[src/rtl/gpq_pkg.sv]
package gpq_pkg;
  typedef enum logic [1:0] {
    QM_SYNC  = 2'b00,
    QM_Q3    = 2'b01,
    QM_Q6    = 2'b10,
    QM_ASYNC = 2'b11
  } qmode_e;

  localparam int unsigned Q3_LEN = 3;
  localparam int unsigned Q6_LEN = 6;
  localparam int unsigned HIST_W = Q6_LEN - 1;
endpackage

[src/rtl/gpq_sync.sv]
module gpq_sync #(
  parameter int unsigned STAGES = 2
) (
  input  logic clk,
  input  logic rst_n,
  input  logic d_i,
  output logic q_o
);
  logic [STAGES-1:0] chain_q;

  generate
    if (STAGES == 1) begin : g_one
      always_ff @(posedge clk or negedge rst_n) begin
        if (!rst_n) chain_q <= '0;
        else        chain_q <= d_i;
      end
    end else begin : g_many
      always_ff @(posedge clk or negedge rst_n) begin
        if (!rst_n) chain_q <= '0;
        else        chain_q <= {chain_q[STAGES-2:0], d_i};
      end
    end
  endgenerate

  assign q_o = chain_q[STAGES-1];
endmodule

[src/rtl/gpq_tick.sv]
module gpq_tick #(
  parameter int unsigned PER_W = 8
) (
  input  logic             clk,
  input  logic             rst_n,
  input  logic [PER_W-1:0] period_i,
  output logic             tick_o
);
  localparam int unsigned CNT_W = PER_W + 1;

  logic [CNT_W-1:0] cnt_q;
  logic [CNT_W-1:0] last_c;

  always_comb begin
    last_c = {period_i, 1'b0} - CNT_W'(1);
    tick_o = (period_i == '0) || (cnt_q >= last_c);
  end

  always_ff @(posedge clk or negedge rst_n) begin
    if (!rst_n)      cnt_q <= '0;
    else if (tick_o) cnt_q <= '0;
    else             cnt_q <= cnt_q + CNT_W'(1);
  end

  AST_TICK_SPACING: assert property (@(posedge clk) disable iff (!rst_n)
    (tick_o && period_i != '0) |=> (!tick_o || period_i == '0));
endmodule

[src/rtl/gpq_pin.sv]
module gpq_pin
  import gpq_pkg::*;
(
  input  logic       clk,
  input  logic       rst_n,
  input  logic       tick_i,
  input  logic [1:0] mode_i,
  input  logic       samp_i,
  input  logic       pad_i,
  output logic       out_o
);
  qmode_e            mode;
  logic [HIST_W-1:0] hist_q;
  logic              lvl_q;
  logic              win3_ok;
  logic              win6_ok;

  always_comb begin
    mode    = qmode_e'(mode_i);
    win3_ok = (hist_q[Q3_LEN-2:0] == {(Q3_LEN-1){samp_i}});
    win6_ok = (hist_q[Q6_LEN-2:0] == {(Q6_LEN-1){samp_i}});
  end

  always_ff @(posedge clk or negedge rst_n) begin
    if (!rst_n) begin
      hist_q <= '0;
      lvl_q  <= 1'b0;
    end else begin
      if (tick_i) hist_q <= {hist_q[HIST_W-2:0], samp_i};
      unique case (mode)
        QM_Q3:   if (tick_i && win3_ok) lvl_q <= samp_i;
        QM_Q6:   if (tick_i && win6_ok) lvl_q <= samp_i;
        default: lvl_q <= samp_i;
      endcase
    end
  end

  assign out_o = (mode == QM_ASYNC) ? pad_i : lvl_q;

  AST_SYNC_TRACK: assert property (@(posedge clk) disable iff (!rst_n)
    (mode_i == 2'b00 || mode_i == 2'b11) |=> (lvl_q == $past(samp_i)));
  AST_Q3_WINDOW: assert property (@(posedge clk) disable iff (!rst_n)
    (mode_i == 2'b01 && tick_i && $countones({hist_q[1:0], samp_i}) != 0
     && $countones({hist_q[1:0], samp_i}) != 3) |=> $stable(lvl_q));
  AST_Q6_WINDOW: assert property (@(posedge clk) disable iff (!rst_n)
    (mode_i == 2'b10 && tick_i && $countones({hist_q, samp_i}) != 0
     && $countones({hist_q, samp_i}) != 6) |=> $stable(lvl_q));
  AST_HOLD_OFF_TICK: assert property (@(posedge clk) disable iff (!rst_n)
    ((mode_i == 2'b01 || mode_i == 2'b10) && !tick_i) |=> $stable(lvl_q));
endmodule

[src/rtl/gpio_input_qual.sv]
module gpio_input_qual #(
  parameter int unsigned PINS        = 4,
  parameter int unsigned PER_W       = 8,
  parameter int unsigned SYNC_STAGES = 2
) (
  input  logic               clk,
  input  logic               rst_n,
  input  logic [PER_W-1:0]   period_i,
  input  logic [2*PINS-1:0]  mode_i,
  input  logic [PINS-1:0]    pad_i,
  output logic [PINS-1:0]    pin_o
);
  logic            tick;
  logic [PINS-1:0] samp;

  gpq_tick #(.PER_W(PER_W)) u_tick (
    .clk      (clk),
    .rst_n    (rst_n),
    .period_i (period_i),
    .tick_o   (tick)
  );

  for (genvar p = 0; p < PINS; p++) begin : g_pin
    gpq_sync #(.STAGES(SYNC_STAGES)) u_sync (
      .clk   (clk),
      .rst_n (rst_n),
      .d_i   (pad_i[p]),
      .q_o   (samp[p])
    );

    gpq_pin u_pin (
      .clk    (clk),
      .rst_n  (rst_n),
      .tick_i (tick),
      .mode_i (mode_i[2*p+1:2*p]),
      .samp_i (samp[p]),
      .pad_i  (pad_i[p]),
      .out_o  (pin_o[p])
    );
  end
endmodule

[config.mk]
export PLATFORM = sky130hd
export DESIGN_NAME = gpio_input_qual
export DESIGN_NICKNAME = d
export VERILOG_FILES = /design/src/rtl/gpq_pkg.sv /design/src/rtl/gpq_sync.sv /design/src/rtl/gpq_tick.sv /design/src/rtl/gpq_pin.sv /design/src/rtl/gpio_input_qual.sv
export SDC_FILE = /design/constraint.sdc
export NUM_CORES = 1
export LEC_CHECK = 0
export ABC_AREA = 1
export CAP_MARGIN = 20
export CORE_ASPECT_RATIO = 0.9
export CORE_MARGIN = 2
export CORE_UTILIZATION = 30
export CTS_CLUSTER_SIZE = 16
export DETAILED_ROUTE_END_ITERATION = 16
export RECOVER_POWER = 25
export SYNTH_ARGS = -nofsm -noshare
export SYNTH_HDL_FRONTEND = slang
export SYNTH_HIERARCHICAL = 1
export SYNTH_SLANG_ARGS = --single-unit
[constraint.sdc]
create_clock -name clk -period 2.45 [get_ports clk]
set_clock_uncertainty 0.2 [all_clocks]
set_input_delay 0.735 -clock clk [delete_from_list [all_inputs] [get_ports clk]]
set_output_delay 0.735 -clock clk [all_outputs]
set_load 0.02 [all_outputs]
==> results of run 1 <==
sequential cells by signal (all words and copies together), names as in the netlist:
name and count:
g_pin.u_pin/hist_q 20, g_pin.u_pin/lvl_q 4, g_pin.u_sync/chain_q 8, u_tick/cnt_q 9
timing repair:
| action | in CTS | in global routing |
|---|---|---|
| gates cloned | 1 | 2 |
| pin swaps | 41 | 16 |
| hold buffers | 0 | 0 |
| resized for setup | 87 | 19 |
| endpoints found under the setup margin | 37 | 34 |
| buffers inserted | 17 | 1 |
final cells by class:
cell class                      instances  area, um^2
Fill cell                             763        4205
Multi-Input combinational cell        220        1300
Sequential cell                        41        1026
Timing Repair Buffer                   73       649.4
Inverter                               46       193.9
Tap cell                               96       120.1
Clock buffer                            6       72.57
Clock inverter                          2       15.01
worst reg2reg max path, stage by stage, from the launching register on:
cell and delay [ps]:
dfrtp_1 460, ha_1 340, nand2_1 60, nand2_1 60, nand2_2 70, nand2_2 70, nor2_4 140, buf_4 120
buf_6 130, nand2_8 70, buf_4 140, buf_4 150, nor2_2 70
through the flow:
stage	TNS, ps	util, %	hold WS (ps)	cells
floorplan	-2343	-	131.2	309
global route	-9709	44.54	161.5	484
CTS	-2514	43.02	156.5	481
detailed placement	-30980	39.41	136.3	456
global placement	-29080	39.41	132.7	456
finish	-5125	44.54	155.8	484
kinds of logic (layout without fill, tap and decap cells):
kind of cell	Yosys count	count (layout)	share of synthesized area, %
multiplexers	1	1	0.4779
AO/OA/AOI/OAI	25	25	5.895
XOR/XNOR	7	7	2.602
buffers and inverters	50	127	9.241
flip-flops	41	41	43.55
AND/OR/NAND/NOR	174	176	32.40
adder cells (fa/ha/maj)	11	11	5.842
power groups by stage:
stage	logic, W	clock network (W)	registers (W)
floorplan	0.000674	0	0.00108
finish	0.00104	0.000450	0.00112
detailed placement	0.000887	0	0.00113
global route	0.00120	0.000486	0.00116
CTS	0.000976	0.000461	0.00112
global placement	0.000855	0	0.00112
metal layers:
metal  vias to the layer above  track usage [%]  wire length [um]
met2                        22            23.45              2466
met4                         0            3.788                57
met3                         8            2.873               137
li1                       1112                -                 -
met5                         -                0                 0
met1                       989            14.75              2478
synth_stat cells (2+ instances only):
master    number  area share [%]
a21oi_1        3            0.64
buf_6          4             1.9
clkinv_1       3            0.48
dfrtp_1       41              44
ha_1          11             5.8
inv_1         35             5.6
inv_2          8             1.3
nand2_1      107              17
nand2_2        5             1.3
nand3_1       15             3.2
nand3_2        3             1.3
nand4_1        3            0.80
nor2_1        25             4.0
nor2_2        12             3.2
o21a_1         4             1.3
o21ai_0       16             3.4
xnor2_1        2            0.74
xor2_1         5             1.9
worst paths after layout:
check / endpoint / from / slack [ps]
max in group asynchronous: g_pin[3].u_sync/chain_q[1]$_DFF_PN0_ / rst_n / 730
worst min register to register: g_pin[0].u_sync/chain_q[1]$_DFF_PN0_ / g_pin[0].u_sync/chain_q[0]$_DFF_PN0_ / 160
worst max register to register: u_tick/cnt_q[7]$_DFF_PN0_ / u_tick/cnt_q[6]$_DFF_PN0_ / 320
min in group asynchronous: g_pin[0].u_sync/chain_q[1]$_DFF_PN0_ / rst_n / 480
worst min-delay path: g_pin[0].u_sync/chain_q[1]$_DFF_PN0_ / g_pin[0].u_sync/chain_q[0]$_DFF_PN0_ / 160
worst max-delay path: u_tick/cnt_q[7]$_DFF_PN0_ / period_i[2] / -220
==> out/results.ini, run 1 <==
[cells_and_area]
area_growth_pct = 43.34
final_common_cell = nand2_1
final_nets = 420
final_cell_mix = nand2_1, buf_4, dfrtp_1
final_area_um2 = 3377
drive_gt1_share_pct = 34.79
antennaDiodeCount = 0

[routing]
via_per_inst = 4.403
drt_iter0_markers = 26
vias = 2131
final_antenna_net_count = 0
first_pass_iters = 4
drt_wl_total_um = 5139
drt_drc_violations_left = 0
wl_per_cell_um = 10.62

[clocking]
cts_buffers = 5
worstSkewPairLatency_ps = 300
clockBufferDepth = 2
clockRootBuffer = clkbuf_8
cts.reportedPaths.clkPinSlew_ps = 90
cts_tree = done
clock_sinks = 41
h-tree-depth = 2

[timing]
slew_headroom_pct = 15.54
tightest_slew_ps = 1267
setup_ws_ps = -221.8
max_freq_mhz = 374.3
min_period_ps = 2672
setup_viol = 33
final_max_slew_viol_count = 0
rsz0062_at_grt = true
period_share_pct = 109.1
finalHoldViolCount = 0

[synth]
async_reset_ff_share_pct = 100.0
ys_types = 25
synth_edf_count = 0
syn_area_per_cell_um2 = 7.625
synth_fp_nets = 342
netlist_instances = 309
ys.flop_type = dfrtp_1
syn_area_um2 = 2356
synth_warnings = 6
ys_seq_area_share_pct = 43.55
ys_ff_latch = 41

[power_and_ir_drop]
p_sw_w = 0.001020
switching_share_pct = 39.08
p_leak_nw = 1.727
power_density_nw_per_um2 = 772.7
total_power_w = 0.002609
comb_power_share_pct = 39.8
power.internal_w = 0.001590
p_seq_share_pct = 43.0
vdd_ir_drop_max_mv = 0.3162
clkPwrFrac_pct = 17.3

[flow_run]
drv_cap = 0

[run_status]
status = finished, violations left
failed_checks = setup timing

[critical_path]
worstSetupPathType = in2reg
cp.buffers_inverters = 6
cp_slowest_stage_delay_ps = 280
startpoint_type = input port
end_kind = flip-flop
critPathArrivalTime_ps = 2700
rr_worst_depth = 12
cp.depth = 17
slowest_stage = ha_1
cp_cell_sequence = buf_8, nor2_4, nand2_4, nor2_2, xor2_1, ha_1, nand2_2, inv_1, nand2_2, nand2_2, nor2_4, buf_4, buf_6, nand2_8, buf_4, buf_4, nor2_2
cp_max_fo = 5
cp_top_family = simple AND/OR/NAND/NOR gates
required_ps = 2480

[worst_hold_path]
whs_path_depth = 0
min_path_type = reg2reg

[floorplan]
io_pins = 26
fp.coreArea_um2 = 7582
die_h_um = 88.07
start_util_pct = 31.07
dieArea_um2 = 8579
rows = 30
dieWidth_um = 97.41

[placement]
placement.cell_area_um2 = 2988
pre_cts_ws_ps = -993.8
hpwl_um = 3430
portBuffers = 25
gp_congestion = 0.7352

[global_route]
grt_pass1_vias = 2215
grt_max_degree = 23
antenna_found_initial = 0
gr-usage-all-layers_pct = 12.63
grt-ovfl-total = 0
grt_pass1_wl_um = 8887

Note: power is estimated with default switching activity, not from simulation.
==> run 2: changes to the inputs <==
Settings changed: CELL_PAD_IN_SITES_DETAIL_PLACEMENT set to 0, CELL_PAD_IN_SITES_GLOBAL_PLACEMENT set to 1, GPL_TIMING_DRIVEN set to 0, PLACE_DENSITY_LB_ADDON set to 0.1, SLEW_MARGIN set to 5.
==> out/results.ini, run 2 (same netlist as run 1, synthesis figures left out) <==
[timing]
rsz0062_at_grt = true
setup_viol = 26  ; -21%
tightest_slew_ps = 846.9  ; -420.0 ps
holdWs_ps = 120.6  ; -35.15 ps
max_freq_mhz = 378.6  ; +1.1%
min_period_ps = 2641  ; -30.38 ps
period_share_pct = 107.8  ; -1.2 points
finalHoldViolCount = 0  ; unchanged
slew_headroom_pct = 43.54  ; +28 points
final_max_slew_viol_count = 0  ; unchanged
setup_ws_ps = -191.4  ; +30.38 ps

[floorplan]
start_util_pct = 31.07  ; unchanged
die_h_um = 88.07  ; unchanged
fp.coreArea_um2 = 7582  ; unchanged
dieArea_um2 = 8579  ; unchanged
io_pins = 26  ; unchanged
rows = 30  ; unchanged
dieWidth_um = 97.41  ; unchanged

[power_and_ir_drop]
p_leak_nw = 1.641  ; -5.0%
power_density_nw_per_um2 = 825.3  ; +6.8%
switching_share_pct = 37.16  ; -1.9 points
power.internal_w = 0.001694  ; +6.5%
p_sw_w = 0.001002  ; -1.8%
vdd_ir_drop_max_mv = 0.3248  ; +2.7%
p_seq_share_pct = 41.6  ; -1.4 points
clkPwrFrac_pct = 20.5  ; +3.2 points
comb_power_share_pct = 37.9  ; -1.9 points

[placement]
portBuffers = 25  ; unchanged
hpwl_um = 3209  ; -6.5%
dp.cells = 431  ; -5.5%
gp_congestion = 0.6972  ; -5.2%
pre_cts_ws_ps = -1190  ; -196.3 ps
placement.cell_area_um2 = 2815  ; -5.8%

[critical_path]
r2r-start = u_tick/cnt_q[2]$_DFF_PN0_
cp_max_fo = 8  ; +3
startpoint_type = input port
slowest_stage = mux2_2
critPathArrivalTime_ps = 2630  ; -70 ps
r2r_slack_ps = 330  ; about the same
cp_slowest_stage_delay_ps = 320  ; +40 ps
rr_endpoint = g_pin[0].u_pin/hist_q[0]$_DFFE_PN0P_
end_kind = flip-flop
worstSetupPathType = in2reg
startpoint = period_i[4]
required_ps = 2440  ; -40 ps
cp_cell_sequence = buf_4, nor2_2, nand3_2, xor2_1, inv_1, ha_1, nand2_1, buf_4, nor2_4, nand2_2, nand2_4, buf_6, buf_6, mux2_2
endpoint = g_pin[0].u_pin/hist_q[0]$_DFFE_PN0P_
rr_worst_depth = 10  ; -2

[routing]
via_per_inst = 4.266  ; -3.1%
drt_wl_total_um = 4429  ; -14%
final_antenna_net_count = 0  ; unchanged
wl_per_cell_um = 9.504  ; -10%
drt_iter0_markers = 38  ; +46%
drt_drc_violations_left = 0  ; unchanged
vias = 1988  ; -6.7%
first_pass_iters = 4  ; unchanged

[worst_hold_path]
min_path_type = in2async

[cells_and_area]
reg_top3 = g_pin.u_pin/hist_q x20, u_tick/cnt_q x9, g_pin.u_sync/chain_q x8
final_common_cell = nand2_1
area_growth_pct = 38.61
largest_reg_flops = 20  ; unchanged
largest-register = g_pin.u_pin/hist_q
fin_cells = 466  ; -3.7%
final_area_um2 = 3266  ; -3.3%
fill_cells = 794  ; +4.1%
final_nets = 402  ; -4.3%
drive_gt1_share_pct = 34.32  ; -0.47 points
antennaDiodeCount = 0  ; unchanged
final_cell_mix = nand2_1, dfrtp_1, inv_1

[clocking]
clock_sinks = 41  ; unchanged
clockBufferDepth = 2  ; unchanged
h-tree-depth = 2  ; unchanged
cts_buffers = 5  ; unchanged
cts_tree = done
clockRootBuffer = clkbuf_8
worstSkewPairLatency_ps = 300  ; about the same
cts.reportedPaths.clkPinSlew_ps = 90  ; about the same
ctsHoldBuffers = 0  ; unchanged

[global_route]
antenna_found_initial = 0  ; unchanged
grt-ovfl-total = 0  ; unchanged
grt_max_degree = 36  ; +57%
grt_pass1_vias = 1926  ; -13%
grt_pass1_wl_um = 8162  ; -8.2%
gr-usage-all-layers_pct = 11.52  ; -1.1 points

[flow_run]
drv_cap = 0  ; unchanged

[run_status]
status = finished, violations left
failed_checks = setup timing

## run 2: changes by cell type in the layout (fill, tap and decap cells not counted), moves of 2 or more
cell / change
nand2_1: -6
buf_6: +7
buf_4: -22
a21oi_1: +2
a21oi_2: -2
nand2_2: +5
inv_1: -4
nor2_1: -2
inv_4: +3
nand2_8: -2
## run 2: metal layers
| metal | up-vias | GRT usage [%] | share of wire [%] |
|---|---|---|---|
| li1 | 1070 | - | - |
| met1 | 894 | 14.09 | 48 |
| met2 | 21 | 20.00 | 48 |
| met3 | 3 | 3.113 | 2.8 |
| met4 | 0 | 3.788 | 0.52 |
| met5 | - | 0 | 0 |
## run 2: power by group through the flow
stage | combinational [W] | sequential [W] | clock (W)
6_report | 0.00102 | 0.00112 | 0.000552
5_1_grt | 0.00118 | 0.00117 | 0.000607
4_1_cts | 0.000974 | 0.00112 | 0.000578
3_5_place_dp | 0.000863 | 0.00113 | 0
3_3_place_gp | 0.000845 | 0.00113 | 0
2_1_floorplan | 0.000674 | 0.00108 | 0
## run 2: through the flow
stage               TNS (ps)  util [%]  power, W
floorplan              -2343         -  0.001750
global placement      -60680     36.93  0.001974
detailed placement    -31250     37.13  0.001991
CTS                    -2990     41.80  0.002674
global route           -6601     43.07  0.002952
finish                 -2171     43.07  0.002695
## run 2: how the worst min path moves through the flow
| stage | from | cells after the start | end | slack [ps] |
|---|---|---|---|---|
| after global routing | rst_n | 1 | g_pin[2].u_sync/chain_q[1]$_DFF_PN0_ | 130 |
| after CTS | rst_n | 1 | g_pin[2].u_sync/chain_q[1]$_DFF_PN0_ | 70 |
| after global placement | g_pin[1].u_sync/chain_q[0]$_DFF_PN0_ | 0 | g_pin[1].u_sync/chain_q[1]$_DFF_PN0_ | 130 |
| after detailed placement | g_pin[3].u_sync/chain_q[0]$_DFF_PN0_ | 0 | g_pin[3].u_sync/chain_q[1]$_DFF_PN0_ | 140 |
| after floorplan | g_pin[0].u_sync/chain_q[0]$_DFF_PN0_ | 0 | g_pin[0].u_sync/chain_q[1]$_DFF_PN0_ | 130 |
| final | rst_n | 1 | g_pin[2].u_sync/chain_q[1]$_DFF_PN0_ | 120 |
## run 2: critical path: cells and delay by family
family        cells  cell delay [ps]
simple gates      6              560
mux               1              320
xor+xnor          1              160
fa+ha+maj         1              270
buf+inv           5              580
## run 2: what timing repair did
| item | CTS | global route |
|---|---|---|
| setup buffers | 25 | 6 |
| pin swaps | 27 | 20 |
| gates resized for setup | 94 | 35 |
| endpoints found under the setup margin | 37 | 32 |
## run 2: layout make-up
cell class                      count  area, um^2  share of cell area (%)
Multi-Input combinational cell    218        1270                   38.89
Sequential cell                    41        1026                   31.42
Clock buffer                        5       68.82                   2.107
Timing Repair Buffer               53       488.0                   14.94
Clock inverter                      3       46.29                   1.418
Buffer                              4       45.04                   1.379
Inverter                           46       201.4                   6.169
Tap cell                           96       120.1                   3.678
